==> config.mk <==
export PLATFORM = sky130hd
export DESIGN_NAME = seg_scan_top
export DESIGN_NICKNAME = d
export VERILOG_FILES = /design/src/rtl/seg_scan_pkg.sv /design/src/rtl/seg_scan_prescaler.sv /design/src/rtl/seg_scan_sequencer.sv /design/src/rtl/seg_scan_decoder.sv /design/src/rtl/seg_scan_top.sv
export SDC_FILE = /design/constraint.sdc
export NUM_CORES = 1
export LEC_CHECK = 0
export ABC_AREA = 1
export BUFFER_PORTS_ARGS = -buffer_cell sky130_fd_sc_hd__buf_2
export CELL_PAD_IN_SITES_DETAIL_PLACEMENT = 1
export CELL_PAD_IN_SITES_GLOBAL_PLACEMENT = 1
export CORE_UTILIZATION = 37
export CTS_CLUSTER_DIAMETER = 30
export CTS_CLUSTER_SIZE = 14
export DETAILED_ROUTE_END_ITERATION = 6
export PLACE_DENSITY = 0.88
export SLEW_MARGIN = 40
export SYNTH_ARGS = -nofsm -noshare
export SYNTH_HDL_FRONTEND = slang
export SYNTH_SLANG_ARGS = --single-unit
==> constraint.sdc <==
create_clock -name clk -period 2.6 [get_ports clk]
set_input_delay 0.52 -clock clk [delete_from_list [all_inputs] [get_ports clk]]
set_output_delay 0.52 -clock clk [all_outputs]
set_load 0.01 [all_outputs]
==> src/rtl/seg_scan_pkg.sv <==
`timescale 1ns/1ps
package seg_scan_pkg;
   localparam int SEG_W = 7;
   localparam int BCD_W = 4;

   typedef logic [SEG_W-1:0] seg_t;

   // Segment bit 0 = a ... bit 6 = g, active high; non-decimal codes stay dark.
   function automatic seg_t bcd_to_seg(input logic [BCD_W-1:0] code);
      seg_t s;
      case (code)
         4'd0:    s = 7'h3F;
         4'd1:    s = 7'h06;
         4'd2:    s = 7'h5B;
         4'd3:    s = 7'h4F;
         4'd4:    s = 7'h66;
         4'd5:    s = 7'h6D;
         4'd6:    s = 7'h7D;
         4'd7:    s = 7'h07;
         4'd8:    s = 7'h7F;
         4'd9:    s = 7'h6F;
         default: s = 7'h00;
      endcase
      return s;
   endfunction
endpackage

==> src/rtl/seg_scan_prescaler.sv <==
`timescale 1ns/1ps
module seg_scan_prescaler #(
   parameter int PRESCALE = 250000
) (
   input  logic clk,
   input  logic rst_n,
   output logic step_o
);
   localparam int CNT_W = (PRESCALE > 1) ? $clog2(PRESCALE) : 1;
   localparam logic [CNT_W-1:0] LAST = CNT_W'(PRESCALE - 1);
   localparam bit IS_POW2 = (PRESCALE & (PRESCALE - 1)) == 0;

   generate
      if (PRESCALE < 2) begin : g_bad_ratio
         $error("seg_scan_prescaler: PRESCALE must be at least 2");
      end
   endgenerate

   logic [CNT_W-1:0] cnt_q;

   generate
      if (IS_POW2) begin : g_wrap
         // Power-of-two ratio: the counter wraps by itself, no compare-clear.
         always_ff @(posedge clk or negedge rst_n) begin
            if (!rst_n) cnt_q <= '0;
            else        cnt_q <= cnt_q + 1'b1;
         end
         assign step_o = &cnt_q;
      end else begin : g_cmp
         always_ff @(posedge clk or negedge rst_n) begin
            if (!rst_n)              cnt_q <= '0;
            else if (cnt_q == LAST)  cnt_q <= '0;
            else                     cnt_q <= cnt_q + 1'b1;
         end
         assign step_o = (cnt_q == LAST);
      end
   endgenerate
endmodule

==> src/rtl/seg_scan_sequencer.sv <==
`timescale 1ns/1ps
module seg_scan_sequencer #(
   parameter int DIGITS = 4,
   localparam int IDX_W = (DIGITS > 1) ? $clog2(DIGITS) : 1
) (
   input  logic             clk,
   input  logic             rst_n,
   input  logic             step_i,
   input  logic             sel_live_i,
   output logic [IDX_W-1:0] idx_o,
   output logic             src_live_o,
   output logic             blank_o
);
   localparam logic [IDX_W-1:0] LAST_IDX = IDX_W'(DIGITS - 1);

   generate
      if (DIGITS < 2) begin : g_bad_digits
         $error("seg_scan_sequencer: DIGITS must be at least 2");
      end
   endgenerate

   logic [IDX_W-1:0] idx_q;
   logic             src_q;
   logic             blank_q;

   always_ff @(posedge clk or negedge rst_n) begin
      if (!rst_n) begin
         idx_q   <= '0;
         src_q   <= 1'b0;
         blank_q <= 1'b1;
      end else if (step_i) begin
         idx_q   <= (idx_q == LAST_IDX) ? '0 : idx_q + 1'b1;
         src_q   <= sel_live_i;
         blank_q <= 1'b1;
      end else begin
         blank_q <= 1'b0;
      end
   end

   assign idx_o      = idx_q;
   assign src_live_o = src_q;
   assign blank_o    = blank_q;
endmodule

==> src/rtl/seg_scan_decoder.sv <==
`timescale 1ns/1ps
module seg_scan_decoder
   import seg_scan_pkg::*;
(
   input  logic [BCD_W-1:0] code_i,
   input  logic             blank_i,
   output seg_t             seg_o
);
   assign seg_o = blank_i ? '0 : bcd_to_seg(code_i);
endmodule

==> src/rtl/seg_scan_top.sv <==
`timescale 1ns/1ps
module seg_scan_top
   import seg_scan_pkg::*;
#(
   parameter int DIGITS   = 4,
   parameter int PRESCALE = 250000,
   localparam int DATA_W  = DIGITS * BCD_W,
   localparam int IDX_W   = (DIGITS > 1) ? $clog2(DIGITS) : 1
) (
   input  logic              clk,
   input  logic              rst_n,
   input  logic [DATA_W-1:0] live_bcd,
   input  logic [DATA_W-1:0] held_bcd,
   input  logic              show_live,
   output logic [SEG_W-1:0]  seg_o,
   output logic [DIGITS-1:0] dig_en_o
);
   logic             step;
   logic [IDX_W-1:0] idx;
   logic             src_live;
   logic             blank;
   logic [DATA_W-1:0] chosen;
   logic [BCD_W-1:0]  nibble;

   seg_scan_prescaler #(.PRESCALE(PRESCALE)) u_pre (
      .clk    (clk),
      .rst_n  (rst_n),
      .step_o (step)
   );

   seg_scan_sequencer #(.DIGITS(DIGITS)) u_seq (
      .clk        (clk),
      .rst_n      (rst_n),
      .step_i     (step),
      .sel_live_i (show_live),
      .idx_o      (idx),
      .src_live_o (src_live),
      .blank_o    (blank)
   );

   assign chosen = src_live ? live_bcd : held_bcd;
   assign nibble = chosen[idx*BCD_W +: BCD_W];

   seg_scan_decoder u_dec (
      .code_i  (nibble),
      .blank_i (blank),
      .seg_o   (seg_o)
   );

   generate
      for (genvar g = 0; g < DIGITS; g++) begin : g_dig
         assign dig_en_o[g] = (idx == IDX_W'(g));
      end
   endgenerate
endmodule

==> metrics.txt <==
Mapped Area=1840 um2; number of max-cap violations=0; share of cells above drive strength 1=0.346; outcome=complete, no violations; minimum clock period=2580 ps; most common cell in the synthesized netlist=nand2_1; Residual DRC=0; CP top delay family=simple AND/OR/NAND/NOR gates; I/O Buffers=45; final hold violations=0; synth warn=0; cts-stage hold buffer count=0; # setup viols final=0; via-per-instance ratio=4.76; Pwr per Cell Area=297 nW/um2; I/O pin total=46; Congestion Overflow GR=0; Post-synth ARST share=1.00; Post-Syn Nets=329; Top FF cell, synth=dfrtp_1; top cell types by occurrence after synthesis=nand2_1, inv_1, nor2_1, nand3_1, dfrtp_1; gr usage total=0.193; Hold Crit Class=input port to asynchronous set/reset pin; die area=5270 um2; post-placement cell count=394; WS Path Type=register to output port; drt pass-1 iters=4; post-DP HPWL=3750 um; final core utilization=0.508; Clock Sinks=22; clock-pin transition on the worst setup and hold timing paths=80 ps; setup ws final=18.0 ps; GPL Wtd Cong=0.855; Max Slew Vio Count=0; Critical Path Source Type=register; CTS H-tree depth=1; Yosys cell types=28; drt total wl=5330 um; Setup WS pre-CTS=136 ps; clock skew=1.97 ps; CP max stage delay=510 ps; post-DR wirelength/cell=13.1 um; TritonCTS clock tree=done; first-pass GRT wire length=7980 um; cell taking the most area after synthesis=dfrtp_1; synth top area cells=dfrtp_1, nand2_1, inv_1; Die Y=72.6 um; Slew @ Worst Pin=506 ps; unrepaired setup endpoints after global routing=yes; Clock Latency Late Sink=270 ps; Final ANT Viol Nets=0; dpl cell area=2110 um2; pin count of the biggest net entering global routing=23; post-synthesis sequential area ratio=0.299; Critical Path RT=2080 ps; TNS Setup=0 ps; CP Data Arrival Time=2060 ps; die width=72.6 um; CP bufs+invs=4; root buffer cell=clkbuf_8; Max Buffers Root-to-Sink=2; syn_area_per_cell=6.49 um2; antenna violations before repair=0; via count=1942; crit end category=output port; Finished Layout Cells=408; First DRT Iteration DRCs=33; r2r setup slk=1080 ps; Synth Register Bits=22; Final Cell Area=2420 um2; Peak VDD IR=0.214 mV; FP Rows=25; synth-to-layout area growth=31.1%; crit share post-route=0.993; Final #Nets=387; ant diodes=0; crit path cell chain=buf_6 -> nand2_4 -> nand3_2 -> nand2_2 -> nand2_2 -> nand2_4 -> inv_4 -> ha_4 -> inv_2 -> nor2_4 -> nor2_1 -> nor2_1 -> buf_2; leak pwr=1.37 nW; Critical Path Fanout Max=6; Initial Utilization=0.388; worst relative slew slack=0.663; fmax=387 MHz; core footprint=4750 um2; total CTS buffers=3; top cell type's share of synthesized area=0.285; Syn Inst Count=284; vias in the first global route=1971; slowest CP cell=dfrtp_2; EDFF count, synth=0
worst paths after layout:
check | startpoint | endpoint | depth (start not counted)
max | u_seq.src_live_o | seg_o[3] | 13
min | rst_n | u_pre.cnt_q[15] | 1
max reg2reg | u_pre.cnt_q[0] | u_seq.src_live_o | 7
min reg2reg | u_pre.cnt_q[0] | u_pre.cnt_q[0] | 1
max in group asynchronous | rst_n | u_seq.src_live_o | 1
min in group clk | u_pre.cnt_q[0] | u_pre.cnt_q[0] | 1
metal layers:
layer | vias to the layer above | track usage | share of wire
met5 | - | 0 | 0
met4 | 0 | 0.0784 | 0.021
met3 | 9 | 0.0166 | 0.026
met2 | 39 | 0.383 | 0.56
met1 | 929 | 0.206 | 0.39
li1 | 965 | - | -
power breakdown:
part / leakage (nW) / internal, mW / switching (mW) / total, mW
Combinational: 1.06 / 0.0551 / 0.0722 / 0.127
Sequential: 0.282 / 0.342 / 0 / 0.342
Clock: 0.0288 / 0.135 / 0.114 / 0.249
Total: 1.37 / 0.532 / 0.186 / 0.719
cell type report:
class / instances / area (um2)
repair inverters: 1 / 6.26
inverters: 58 / 233
repair buffers: 56 / 319
flip-flops and latches: 22 / 554
fillers: 678 / 2340
multi-input cells: 200 / 1170
clock buffers: 4 / 55.1
well taps: 67 / 83.8
stage by stage:
stage	hold slack [ps]	power (mW)
2_1_floorplan	224	0.400
3_3_place_gp	451	0.449
3_5_place_dp	458	0.452
4_1_cts	220	0.707
5_1_grt	240	0.755
6_report	211	0.719
registers in the layout (all words and copies together) (netlist names):
register          count
u_seq.blank_o         1
u_seq.src_live_o      1
u_seq.idx_o           2
u_pre.cnt_q          18
placed cells by master, fill, tap and decap left out, types with 2 or more instances in the layout:
cell | synthesis | layout
ha_1 | 10 | 6
o21ai_1 | 2 | 2
buf_4 | 0 | 8
buf_6 | 2 | 3
dfrtp_2 | 0 | 2
nand2_2 | 9 | 15
buf_2 | 0 | 45
inv_1 | 53 | 49
clkbuf_8 | 1 | 4
nand4_1 | 5 | 5
inv_4 | 1 | 4
o21ai_2 | 2 | 2
inv_2 | 3 | 5
nand3_1 | 24 | 12
nand3_2 | 0 | 12
xor2_1 | 7 | 7
nor3_1 | 3 | 3
nor2_1 | 44 | 42
nand2_1 | 80 | 70
ha_4 | 0 | 3
dfrtp_1 | 21 | 19
nor2_4 | 2 | 3
a21oi_1 | 2 | 2
o21ai_0 | 4 | 4
nand2_4 | 1 | 5
what timing repair did:
| item | 4_1_cts | 5_1_grt |
|---|---|---|
| endpoints found under the setup margin | 7 | 7 |
| pin swaps | 0 | 26 |
| cloned | 0 | 1 |
| setup buffers | 2 | 7 |
| resized for setup | 3 | 46 |
cell families (layout without fill, tap and decap cells):
logic type                 Yosys count  count (layout)  share of synthesized area
and+or+nand+nor                    172             172                      0.412
buffers and inverters               62             119                      0.153
DFF                                 22              22                      0.299
AOI/OAI and AO/OA                   11              11                     0.0353
adders and majority gates           10              10                     0.0678
xor gates and xnor gates             7               7                     0.0332
Note: power is estimated with default switching activity, not from simulation.
